--- src/rtl/burst_ctrl_pkg.sv ---
package burst_ctrl_pkg;

    typedef enum logic [1:0] {
        CYC_IDLE  = 2'd0,
        CYC_READ  = 2'd1,
        CYC_WRITE = 2'd2
    } cyc_state_t;

    typedef enum logic [2:0] {
        ACT_HOLD    = 3'd0,
        ACT_DESEL   = 3'd1,
        ACT_PSTART  = 3'd2,
        ACT_CSTART  = 3'd3,
        ACT_ADVANCE = 3'd4,
        ACT_SUSPEND = 3'd5
    } cyc_action_t;

    localparam int unsigned BURST_BITS = 2;

    // Low address bits for a burst position in either order.
    function automatic logic [BURST_BITS-1:0] burst_offset(
        input logic [BURST_BITS-1:0] start,
        input logic [BURST_BITS-1:0] step,
        input logic                  xor_order
    );
        logic [BURST_BITS-1:0] res;
        if (xor_order) res = start ^ step;
        else           res = start + step;
        return res;
    endfunction

endpackage

--- src/rtl/cycle_decode.sv ---
module cycle_decode
    import burst_ctrl_pkg::*;
#(
    parameter int unsigned LANES = 2
) (
    input  logic             pipe_en_n,
    input  logic             depth_en,
    input  logic             depth_en_n,
    input  logic             proc_strobe_n,
    input  logic             ctrl_strobe_n,
    input  logic             advance_n,
    input  logic             global_wr_n,
    input  logic             byte_wr_n,
    input  logic [LANES-1:0] lane_wr_n,
    input  cyc_state_t       cur_state,
    output cyc_action_t      action,
    output cyc_state_t       next_state,
    output logic [LANES-1:0] next_lanes
);

    logic             selected;
    logic             proc_taken;
    logic [LANES-1:0] req_lanes;
    logic             wr_req;

    assign selected   = !pipe_en_n && depth_en && !depth_en_n;
    assign proc_taken = !pipe_en_n && !proc_strobe_n;

    // Lane strobe generation: global write first, then qualified lanes.
    always_comb begin
        if (!global_wr_n)     req_lanes = {LANES{1'b1}};
        else if (!byte_wr_n)  req_lanes = ~lane_wr_n;
        else                  req_lanes = '0;
    end

    assign wr_req = |req_lanes;

    // Transition selection, in priority order.
    always_comb begin
        if (pipe_en_n && !ctrl_strobe_n)
            action = ACT_DESEL;
        else if (proc_taken)
            action = selected ? ACT_PSTART : ACT_DESEL;
        else if (!ctrl_strobe_n)
            action = selected ? ACT_CSTART : ACT_DESEL;
        else if (cur_state == CYC_IDLE)
            action = ACT_HOLD;
        else if (advance_n)
            action = ACT_SUSPEND;
        else
            action = ACT_ADVANCE;
    end

    always_comb begin
        next_state = CYC_IDLE;
        next_lanes = '0;
        unique case (action)
            ACT_HOLD, ACT_DESEL: begin
                next_state = CYC_IDLE;
            end
            ACT_PSTART: begin
                next_state = CYC_READ;
            end
            ACT_CSTART, ACT_ADVANCE, ACT_SUSPEND: begin
                next_state = wr_req ? CYC_WRITE : CYC_READ;
                next_lanes = wr_req ? req_lanes : '0;
            end
            default: begin
                next_state = CYC_IDLE;
            end
        endcase
    end

endmodule

--- src/rtl/burst_addr_gen.sv ---
module burst_addr_gen
    import burst_ctrl_pkg::*;
#(
    parameter int unsigned ADDR_W = 10
) (
    input  logic              clk,
    input  logic              rst_n,
    input  cyc_action_t       action,
    input  logic [ADDR_W-1:0] ext_addr,
    input  logic              interleave,
    output logic [ADDR_W-1:0] mem_addr
);

    localparam int unsigned HI_W = ADDR_W - BURST_BITS;

    logic [HI_W-1:0]       hi_q;
    logic [BURST_BITS-1:0] start_q;
    logic [BURST_BITS-1:0] step_q;

    always_ff @(posedge clk or negedge rst_n) begin
        if (!rst_n) begin
            hi_q    <= '0;
            start_q <= '0;
            step_q  <= '0;
        end else begin
            unique case (action)
                ACT_PSTART, ACT_CSTART: begin
                    hi_q    <= ext_addr[ADDR_W-1:BURST_BITS];
                    start_q <= ext_addr[BURST_BITS-1:0];
                    step_q  <= '0;
                end
                ACT_ADVANCE: begin
                    step_q <= step_q + 1'b1;
                end
                default: begin
                    step_q <= step_q;
                end
            endcase
        end
    end

    assign mem_addr = {hi_q, burst_offset(start_q, step_q, interleave)};


    step_advance_chk: assert property (@(posedge clk) disable iff (!rst_n)
        (action == ACT_ADVANCE) |=> (step_q == $past(step_q) + 1'b1) && $stable(hi_q))
        else $error("burst step did not advance");


    suspend_hold_chk: assert property (@(posedge clk) disable iff (!rst_n)
        (action == ACT_SUSPEND) |=> $stable(step_q) && $stable(start_q) && $stable(hi_q))
        else $error("burst position moved during suspend");

endmodule

--- src/rtl/read_oe_pipe.sv ---
module read_oe_pipe
    import burst_ctrl_pkg::*;
(
    input  logic       clk,
    input  logic       rst_n,
    input  cyc_state_t cur_state,
    input  logic       out_en_n,
    output logic       dq_drive
);

    logic rd_pend_q;

    always_ff @(posedge clk or negedge rst_n) begin
        if (!rst_n) rd_pend_q <= 1'b0;
        else        rd_pend_q <= (cur_state == CYC_READ);
    end

    assign dq_drive = rd_pend_q && (cur_state != CYC_WRITE) && !out_en_n;


    desel_quiet_chk: assert property (@(posedge clk) disable iff (!rst_n)
        (cur_state == CYC_IDLE) |=> !dq_drive)
        else $error("drive still on two cycles after deselect");

endmodule

--- src/rtl/burst_cycle_ctrl.sv ---
module burst_cycle_ctrl
    import burst_ctrl_pkg::*;
#(
    parameter int unsigned ADDR_W = 10,
    parameter int unsigned LANES  = 2
) (
    input  logic              clk,
    input  logic              rst_n,
    input  logic              pipe_en_n,
    input  logic              depth_en,
    input  logic              depth_en_n,
    input  logic              proc_strobe_n,
    input  logic              ctrl_strobe_n,
    input  logic              advance_n,
    input  logic              interleave,
    input  logic              global_wr_n,
    input  logic              byte_wr_n,
    input  logic [LANES-1:0]  lane_wr_n,
    input  logic              out_en_n,
    input  logic [ADDR_W-1:0] ext_addr,
    output logic [ADDR_W-1:0] mem_addr,
    output logic              mem_rd,
    output logic              mem_wr,
    output logic [LANES-1:0]  mem_lane_we,
    output logic              dq_drive
);

    cyc_state_t       state_q;
    cyc_state_t       state_d;
    cyc_action_t      action;
    logic [LANES-1:0] lanes_q;
    logic [LANES-1:0] lanes_d;

    cycle_decode #(.LANES(LANES)) u_decode (
        .pipe_en_n     (pipe_en_n),
        .depth_en      (depth_en),
        .depth_en_n    (depth_en_n),
        .proc_strobe_n (proc_strobe_n),
        .ctrl_strobe_n (ctrl_strobe_n),
        .advance_n     (advance_n),
        .global_wr_n   (global_wr_n),
        .byte_wr_n     (byte_wr_n),
        .lane_wr_n     (lane_wr_n),
        .cur_state     (state_q),
        .action        (action),
        .next_state    (state_d),
        .next_lanes    (lanes_d)
    );

    burst_addr_gen #(.ADDR_W(ADDR_W)) u_addr (
        .clk        (clk),
        .rst_n      (rst_n),
        .action     (action),
        .ext_addr   (ext_addr),
        .interleave (interleave),
        .mem_addr   (mem_addr)
    );

    read_oe_pipe u_oe (
        .clk       (clk),
        .rst_n     (rst_n),
        .cur_state (state_q),
        .out_en_n  (out_en_n),
        .dq_drive  (dq_drive)
    );

    // State register.
    always_ff @(posedge clk or negedge rst_n) begin
        if (!rst_n) begin
            state_q <= CYC_IDLE;
            lanes_q <= '0;
        end else begin
            state_q <= state_d;
            lanes_q <= lanes_d;
        end
    end

    // Outputs from state.
    always_comb begin
        mem_rd      = 1'b0;
        mem_wr      = 1'b0;
        mem_lane_we = '0;
        unique case (state_q)
            CYC_IDLE: begin
            end
            CYC_READ: begin
                mem_rd = 1'b1;
            end
            CYC_WRITE: begin
                mem_wr      = 1'b1;
                mem_lane_we = lanes_q;
            end
            default: begin
            end
        endcase
    end


    desel_cmd_chk: assert property (@(posedge clk) disable iff (!rst_n)
        (!ctrl_strobe_n || (!pipe_en_n && !proc_strobe_n)) &&
        !(!pipe_en_n && depth_en && !depth_en_n)
        |=> !mem_rd && !mem_wr && (mem_lane_we == '0))
        else $error("command issued on deselect");


    proc_read_chk: assert property (@(posedge clk) disable iff (!rst_n)
        !pipe_en_n && depth_en && !depth_en_n && !proc_strobe_n
        |=> mem_rd && !mem_wr && (mem_addr == $past(ext_addr)))
        else $error("processor strobe did not start a read");


    global_lanes_chk: assert property (@(posedge clk) disable iff (!rst_n)
        !pipe_en_n && depth_en && !depth_en_n && proc_strobe_n &&
        !ctrl_strobe_n && !global_wr_n
        |=> mem_wr && (&mem_lane_we))
        else $error("global write did not set all lanes");


    cmd_exclusive_chk: assert property (@(posedge clk) disable iff (!rst_n)
        $onehot0({mem_rd, mem_wr}))
        else $error("read and write together");


    lanes_only_on_write_chk: assert property (@(posedge clk) disable iff (!rst_n)
        !mem_wr |-> (mem_lane_we == '0))
        else $error("lane strobes outside a write");

endmodule

--- config.mk ---
export PLATFORM = sky130hd
export DESIGN_NAME = burst_cycle_ctrl
export DESIGN_NICKNAME = d
export VERILOG_FILES = /design/src/rtl/burst_ctrl_pkg.sv /design/src/rtl/cycle_decode.sv /design/src/rtl/burst_addr_gen.sv /design/src/rtl/read_oe_pipe.sv /design/src/rtl/burst_cycle_ctrl.sv
export SDC_FILE = /design/constraint.sdc
export NUM_CORES = 1
export LEC_CHECK = 0
export BUFFER_PORTS_ARGS = -buffer_cell sky130_fd_sc_hd__buf_2
export CORE_MARGIN = 5
export CORE_UTILIZATION = 47
export CTS_CLUSTER_SIZE = 20
export DETAILED_ROUTE_END_ITERATION = 16
export HOLD_SLACK_MARGIN = 0.15
export PLACE_DENSITY = 0.86
export RECOVER_POWER = 50
export SLEW_MARGIN = 20
export SYNTH_ARGS = -nofsm -noshare
export SYNTH_HDL_FRONTEND = slang
export SYNTH_SLANG_ARGS = --single-unit
--- constraint.sdc ---
create_clock -name clk -period 2.8 [get_ports clk]
set_input_delay 0.42 -clock clk [delete_from_list [all_inputs] [get_ports clk]]
set_output_delay 0.42 -clock clk [all_outputs]
set_load 0.005 [all_outputs]
==> flow_metrics.py, run 1 <==
metrics = {
    "timing": {
        "clock.fmax_ghz": 0.593,
        "timing.final.ws_setup_ns": 1.11,
        "relSlewSlack_pct": 42.7,
        "rsz0062_at_grt": "false",
        "skew_ns": 0.00524,
        "period_needed_ns": 1.69,
        "report.final.slew_viol_count": 0,
        "hold_viol": 0,
        "finalCritPeriodShare_pct": 60.3,
        "tightestPinTransition_ns": 0.859,
        "fin_setup_tns_ns": 0,
        "setup_viol": 0,
    },
    "yosys": {
        "async_flop_share_pct": 100,
        "synth.area.mux_share_pct": 20.2,
        "syn_area_um2": 792,
        "synth_top_family_by_area": "multiplexers",
        "yosysTopAreaCellShare_pct": 53.7,
        "yosys-top-cells-count": "17 x dfrtp_1, 10 x mux2_4, 5 x and2_1, 5 x nor2b_1, 5 x o21ai_0",
        "ys_types": 17,
        "syn_area_per_cell_um2": 13.9,
        "synthFlopType": "dfrtp_1",
        "synthCells": 57,
        "yosysTopAreaCell": "dfrtp_1",
        "synth_seq_cells": 17,
        "synth_edf_count": 0,
        "ys_top_cells_by_area": "dfrtp_1 54%, mux2_4 19%, and2_1 3.9%",
        "synthXorXnorAreaFrac_pct": 2.21,
        "synth_most_common_cell": "dfrtp_1",
        "synth_fa_ha_area_share_pct": 1.58,
        "synthSimpleGateAreaFrac_pct": 12.8,
        "syn_nets": 82,
        "ys_warn_count": 0,
        "synth_compound_area_share_pct": 8.06,
        "seq_area_frac_synth_pct": 53.7,
    },
    "layout": {
        "final_area_um2": 1020,
        "syn_to_final_growth_pct": 29.1,
        "drive_gt1_share_pct": 48.5,
        "nets": 125,
        "diodes": 0,
    },
    "die": {
        "num_rows": 14,
        "fp.dieH_um": 51.1,
        "dieArea_um2": 2610,
        "fp.coreArea_um2": 1560,
        "die_w_um": 51.1,
        "io_pins": 39,
        "initial_utilization_pct": 50.8,
    },
    "worst_setup_path": {
        "path_class": "register to output pin",
        "r2r_end": "lanes_q[0]",
        "cp_cell_sequence": "ha_1, nor2b_1, xnor2_1, buf_2",
        "critical_path.max_fanout": 4,
        "cp-start-kind": "register",
        "r2r.worst_path.cells": 3,
        "worstSetupStartpoint": "u_addr.step_q[0]",
        "reg2reg_from": "state_q[0]",
        "critPathMaxStageDelay_ns": 0.42,
        "required_ns": 2.38,
        "end_kind": "output pin",
        "slowest_stage": "dfrtp_1",
        "r2r_slack_ns": 1.50,
        "cp.arrival_ns": 1.27,
    },
    "routing": {
        "wl_per_cell_um": 14.4,
        "met1_length_um": 624,
        "wl_met2_um": 961,
        "dr_wl_met3_um": 48,
        "num_vias": 578,
        "drt_wl_total_mm": 1.66,
        "drc": 0,
        "avgViaCountPerCell": 5.03,
        "drt-pass1-iter-count": 2,
        "drt_iter0_drc": 5,
        "ant_nets": 0,
        "top_layer_used": "met4",
    },
    "power": {
        "ir_worst_vdd_mv": 0.315,
        "power.density_nw_per_um2": 570,
        "leakagePower_nw": 0.539,
    },
    "global_route": {
        "grt_max_degree": 18,
        "track_usage_pct": 14.0,
        "antenna_found_initial": 0,
        "grt_pass1_wl_mm": 2.73,
        "overflow": 0,
        "first_global_vias": 607,
    },
    "clocking": {
        "clockBufferDepth": 2,
        "htreeDepth": 1,
        "root_buffer": "clkbuf_4",
        "cts.clk_slew.worst_paths_ns": 0.09,
        "cts_tree": "built",
        "clock_latency_ns": 0.28,
        "ctsResizeCount": 0,
        "clock_sinks": 17,
        "numCtsBuffers": 3,
    },
    "min_path": {
        "hold_path.class": "input pin to register",
        "min_to": "u_addr.step_q[0]",
        "hold_path_depth": 2,
        "min_from": "advance_n",
    },
    "place": {
        "hpwl_mm": 1.34,
        "pre_cts_slack_ns": 0.873,
        "dpl-instance-area_um2": 991,
        "port_buffers": 38,
        "gp_congestion": 0.707,
    },
    "run": {
        "drv_cap": 0,
    },
    "outcome": {
        "status": "completed",
    },
}
power breakdown:
group,total (mW),switching (mW),internal (mW)
combinational,0.146,0.0534,0.0928
clock,0.127,0.0738,0.0530
sequential,0.309,0.0251,0.284
placed cells by master, fill, tap and decap left out:
| cell type | netlist | final |
|---|---|---|
| clkinv_2 | 0 | 1 |
| mux2i_1 | 1 | 1 |
| nand2b_1 | 1 | 1 |
| or2_1 | 1 | 1 |
| nor2b_1 | 5 | 5 |
| or3b_4 | 1 | 1 |
| dlygate4sd3_1 | 0 | 1 |
| o21ai_0 | 5 | 5 |
| a21oi_1 | 1 | 1 |
| o2bb2ai_1 | 1 | 1 |
| and2_1 | 5 | 5 |
| o31ai_1 | 1 | 1 |
| mux2_4 | 10 | 10 |
| nor3b_1 | 2 | 2 |
| xnor2_1 | 2 | 2 |
| dfrtp_1 | 17 | 17 |
| o221ai_1 | 2 | 2 |
| clkbuf_1 | 0 | 5 |
| buf_2 | 0 | 33 |
| ha_1 | 1 | 1 |
| clkbuf_4 | 0 | 3 |
state kept, by name, indices dropped and copies added (netlist names):
name / flops
u_addr.start_q: 2
u_addr.step_q: 2
state_q: 2
u_addr.hi_q: 8
u_oe.rd_pend_q: 1
lanes_q: 2
kinds of logic (layout without fill, tap and decap cells):
kind of cell    Yosys count  count (layout)
compound gates           10              10
xor+xnor                  2               2
fa+ha+maj                 1               1
buf+inv                   1              43
flops                    17              17
mux                      11              11
simple gates             15              15
metal layers:
metal / up-vias / track usage, %
met5: - / 0
met4: 0 / 6.73
met3: 2 / 2.03
met2: 12 / 26.2
met1: 278 / 15.4
li1: 286 / -
worst max-delay path, delay by kind of cell, from the launching register on:
family                   cells  cell delay [ns]
buffers and inverters        1             0.12
AND/OR/NAND/NOR              1             0.13
XOR/XNOR                     1             0.11
flip-flops                   1             0.42
adder cells (fa/ha/maj)      1             0.20
how the worst max path moves through the flow:
| stage | end | slack (ns) | cells past startpoint |
|---|---|---|---|
| floorplan | u_addr.hi_q[0] | 1.18 | 4 |
| global placement | u_addr.hi_q[3] | 0.92 | 4 |
| detailed placement | u_addr.hi_q[6] | 0.87 | 4 |
| CTS | mem_addr[1] | 1.10 | 4 |
| global route | mem_addr[1] | 1.05 | 4 |
| finish | mem_addr[1] | 1.11 | 4 |
final cells by class:
type / count / area (µm²)
Tap cell: 16 / 20.0
Timing Repair Buffer: 39 / 194
Fill cell: 145 / 537
Multi-Input combinational cell: 39 / 355
Sequential cell: 17 / 425
Clock inverter: 1 / 5.00
Clock buffer: 3 / 22.5
metrics by stage:
stage / total power, mW / std cells / utilization [%] / hold WS, ns
after detailed placement: 0.464 / 110 / 63.6 / 0.353
after CTS: 0.594 / 115 / 66.0 / 0.332
after global placement: 0.457 / 110 / 63.6 / 0.348
after global routing: 0.617 / 115 / 65.6 / 0.344
final: 0.582 / 115 / 65.6 / 0.346
after floorplan: 0.392 / 57 / - / 0.124
timing repair:
item	4_1_cts	5_1_grt
hold buffers	1	0
hold endpoints to repair	17	0
buffers inserted	0	0
Note: power is estimated with default switching activity, not from simulation.
==> run 2, diff against run 1 <==
--- a/config.mk
+++ b/config.mk
@@ -7,11 +7,11 @@
 export LEC_CHECK = 0
 export BUFFER_PORTS_ARGS = -buffer_cell sky130_fd_sc_hd__buf_2
 export CORE_MARGIN = 5
-export CORE_UTILIZATION = 47
+export CORE_UTILIZATION = 39
 export CTS_CLUSTER_SIZE = 20
 export DETAILED_ROUTE_END_ITERATION = 16
 export HOLD_SLACK_MARGIN = 0.15
-export PLACE_DENSITY = 0.86
+export PLACE_DENSITY = 0.76
 export RECOVER_POWER = 50
 export SLEW_MARGIN = 20
 export SYNTH_ARGS = -nofsm -noshare
==> constraint.sdc (replaced) <==
create_clock -name clk -period 1.49 [get_ports clk]
set_input_delay 0.2235 -clock clk [delete_from_list [all_inputs] [get_ports clk]]
set_output_delay 0.2235 -clock clk [all_outputs]
set_load 0.005 [all_outputs]
==> run 2 against run 1 <==
Hold slack got worse by 0.20 ns. Design area increased by 8.3%. Clock-buffer cell count increased by 1. First-iteration DRC count unchanged. Register-to-register slack got worse by 1.3 ns. Utilization decreased by 8.5 points. Critical path depth unchanged. Global-route usage decreased by 0.93 points. Clock power increased by 89%. Die area increased by 16%. Critical endpoint unchanged. Non-clock buffer count increased by 6. Highest routed layer unchanged.
==> flow_metrics.py, run 2 (synthesized netlist as in run 1, its figures left out) <==
metrics = {
    "worst_setup_path": {
        "critical_path.max_fanout": 2,
        "end_kind": "output pin",
        "cp.arrival_ns": 1.23,
        "cp_cell_sequence": "ha_2, nor2b_4, xnor2_1, buf_2",
        "path_delay_family": "flip-flops",
        "reg2reg_from": "state_q[1]",
        "r2r.worst_path.cells": 3,
        "slowest_stage": "dfrtp_1",
        "cp_num_buf_inv": 1,
        "path_class": "register to output pin",
        "critPathMaxStageDelay_ns": 0.40,
        "r2r_slack_ns": 0.17,
        "required_ns": 1.27,
        "cp-start-kind": "register",
        "r2r_end": "lanes_q[0]",
    },
    "die": {
        "io_pins": 39,
        "fp.dieH_um": 55.1,
        "fp.coreArea_um2": 1940,
        "initial_utilization_pct": 40.8,
        "num_rows": 16,
        "dieArea_um2": 3030,
        "die_w_um": 55.1,
    },
    "timing": {
        "fin_setup_tns_ns": 0,
        "hold_viol": 0,
        "tightestPinTransition_ns": 0.883,
        "finalCritPeriodShare_pct": 97.2,
        "relSlewSlack_pct": 41.1,
        "setup_viol": 0,
        "rsz0062_at_grt": "true",
        "skew_ns": 0.00327,
        "clock.fmax_ghz": 0.690,
        "report.final.slew_viol_count": 0,
        "period_needed_ns": 1.45,
        "timing.final.ws_setup_ns": 0.0414,
    },
    "power": {
        "power_switching_mw": 0.293,
        "swShare_pct": 25.9,
        "ir_worst_vdd_mv": 0.565,
        "leakagePower_nw": 0.569,
        "power.density_nw_per_um2": 1020,
        "pwr-share-clk_pct": 21.2,
        "comb_power_share_pct": 27.6,
        "pwr-share-seq_pct": 51.2,
        "p_int_mw": 0.838,
    },
    "layout": {
        "drive_gt1_share_pct": 52.4,
        "syn_to_final_growth_pct": 39.8,
        "diodes": 0,
        "final_area_um2": 1110,
        "largest_reg_flops": 8,
        "multi_input_area_um2": 368,
        "final_common_cell": "buf_2",
        "fillers": 191,
        "regMostFlops": "u_addr.hi_q",
        "final_cell_mix": "33 x buf_2, 17 x dfrtp_1, 10 x mux2_4",
        "nets": 131,
        "seqCellArea_um2": 425,
    },
    "routing": {
        "wl_per_cell_um": 13.4,
        "top_layer_used": "met4",
        "drt_iter0_drc": 5,
        "met1_length_um": 655,
        "drt-pass1-iter-count": 2,
        "drt_wl_total_mm": 1.77,
        "avgViaCountPerCell": 4.59,
        "drc": 0,
        "ant_nets": 0,
        "dr_wl_met3_um": 117,
        "num_vias": 606,
        "wl_met2_um": 988,
    },
    "run": {
        "drv_cap": 0,
    },
    "global_route": {
        "grt_max_degree": 18,
        "track_usage_pct": 13.1,
        "first_global_vias": 629,
        "overflow": 0,
        "antenna_found_initial": 0,
        "grt_pass1_wl_mm": 2.81,
    },
    "place": {
        "pre_cts_slack_ns": -0.0749,
        "gp_congestion": 0.687,
        "dpl-instance-area_um2": 1040,
        "port_buffers": 38,
        "hpwl_mm": 1.47,
    },
    "clocking": {
        "clock_sinks": 17,
        "numCtsBuffers": 3,
        "cts.clk_slew.worst_paths_ns": 0.10,
        "root_buffer": "clkbuf_4",
        "htreeDepth": 1,
        "cts_tree": "built",
        "clockBufferDepth": 2,
        "clock_latency_ns": 0.28,
    },
    "min_path": {
        "hold_path.class": "input pin to register",
        "hold_path_depth": 2,
        "min_from": "advance_n",
        "min_to": "u_addr.step_q[0]",
    },
    "outcome": {
        "status": "completed",
    },
}
[run 2: worst max-delay path by stage]
| stage | slack [ns] | to | cells past startpoint | from |
|---|---|---|---|---|
| final | 0.04 | mem_addr[1] | 4 | u_addr.start_q[0] |
| after global routing | -0.04 | mem_addr[1] | 4 | u_addr.start_q[0] |
| after CTS | 0.02 | mem_addr[1] | 4 | u_addr.step_q[0] |
| after detailed placement | -0.07 | u_addr.hi_q[6] | 5 | pipe_en_n |
| after global placement | -0.05 | u_addr.hi_q[2] | 5 | pipe_en_n |
| after floorplan | 0.06 | u_addr.hi_q[0] | 4 | pipe_en_n |
[run 2: what timing repair did]
| action | in CTS | in global routing |
|---|---|---|
| setup buffers | 1 | 1 |
| pin swaps | 0 | 2 |
| hold endpoints to repair | 18 | 0 |
| resized for setup | 0 | 4 |
| hold buffers | 2 | 0 |
| endpoints found under the setup margin | 1 | 3 |
[run 2: area by class of cell]
cell class,instances,share of cell area [%]
sequential,17,38.4
clock buffer,4,2.37
tap,27,3.05
timing repair buffer,45,22.9
multi-input combinational,39,33.2
[run 2: worst reg2reg max path: stages (launching register included)]
cell and delay (ns):
dfrtp_1 0.40, o221ai_1 0.40, o21ai_0 0.23, and2_1 0.19
[run 2: per-layer routing]
layer | up-vias | track usage (%)
met1 | 289 | 16.1
met4 | 0 | 2.43
met3 | 2 | 3.75
met5 | - | 0
met2 | 16 | 22.8
li1 | 299 | -
[run 2: power groups by stage]
| stage | combinational, mW | clock, mW | sequential [mW] |
|---|---|---|---|
| after detailed placement | 0.297 | 0 | 0.591 |
| after global routing | 0.347 | 0.272 | 0.588 |
| final | 0.312 | 0.240 | 0.579 |
| after CTS | 0.313 | 0.245 | 0.579 |
| after global placement | 0.281 | 0 | 0.585 |
| after floorplan | 0.152 | 0 | 0.585 |
[run 2: metrics by stage]
step                power [mW]  instances  hold slack [ns]  util [%]
global route              1.21        132            0.151      57.0
floorplan                0.736         57          -0.0721         -
finish                    1.13        132            0.151      57.0
detailed placement       0.888        124            0.160      53.5
global placement         0.867        124            0.152      53.5
CTS                       1.14        131            0.155      56.3
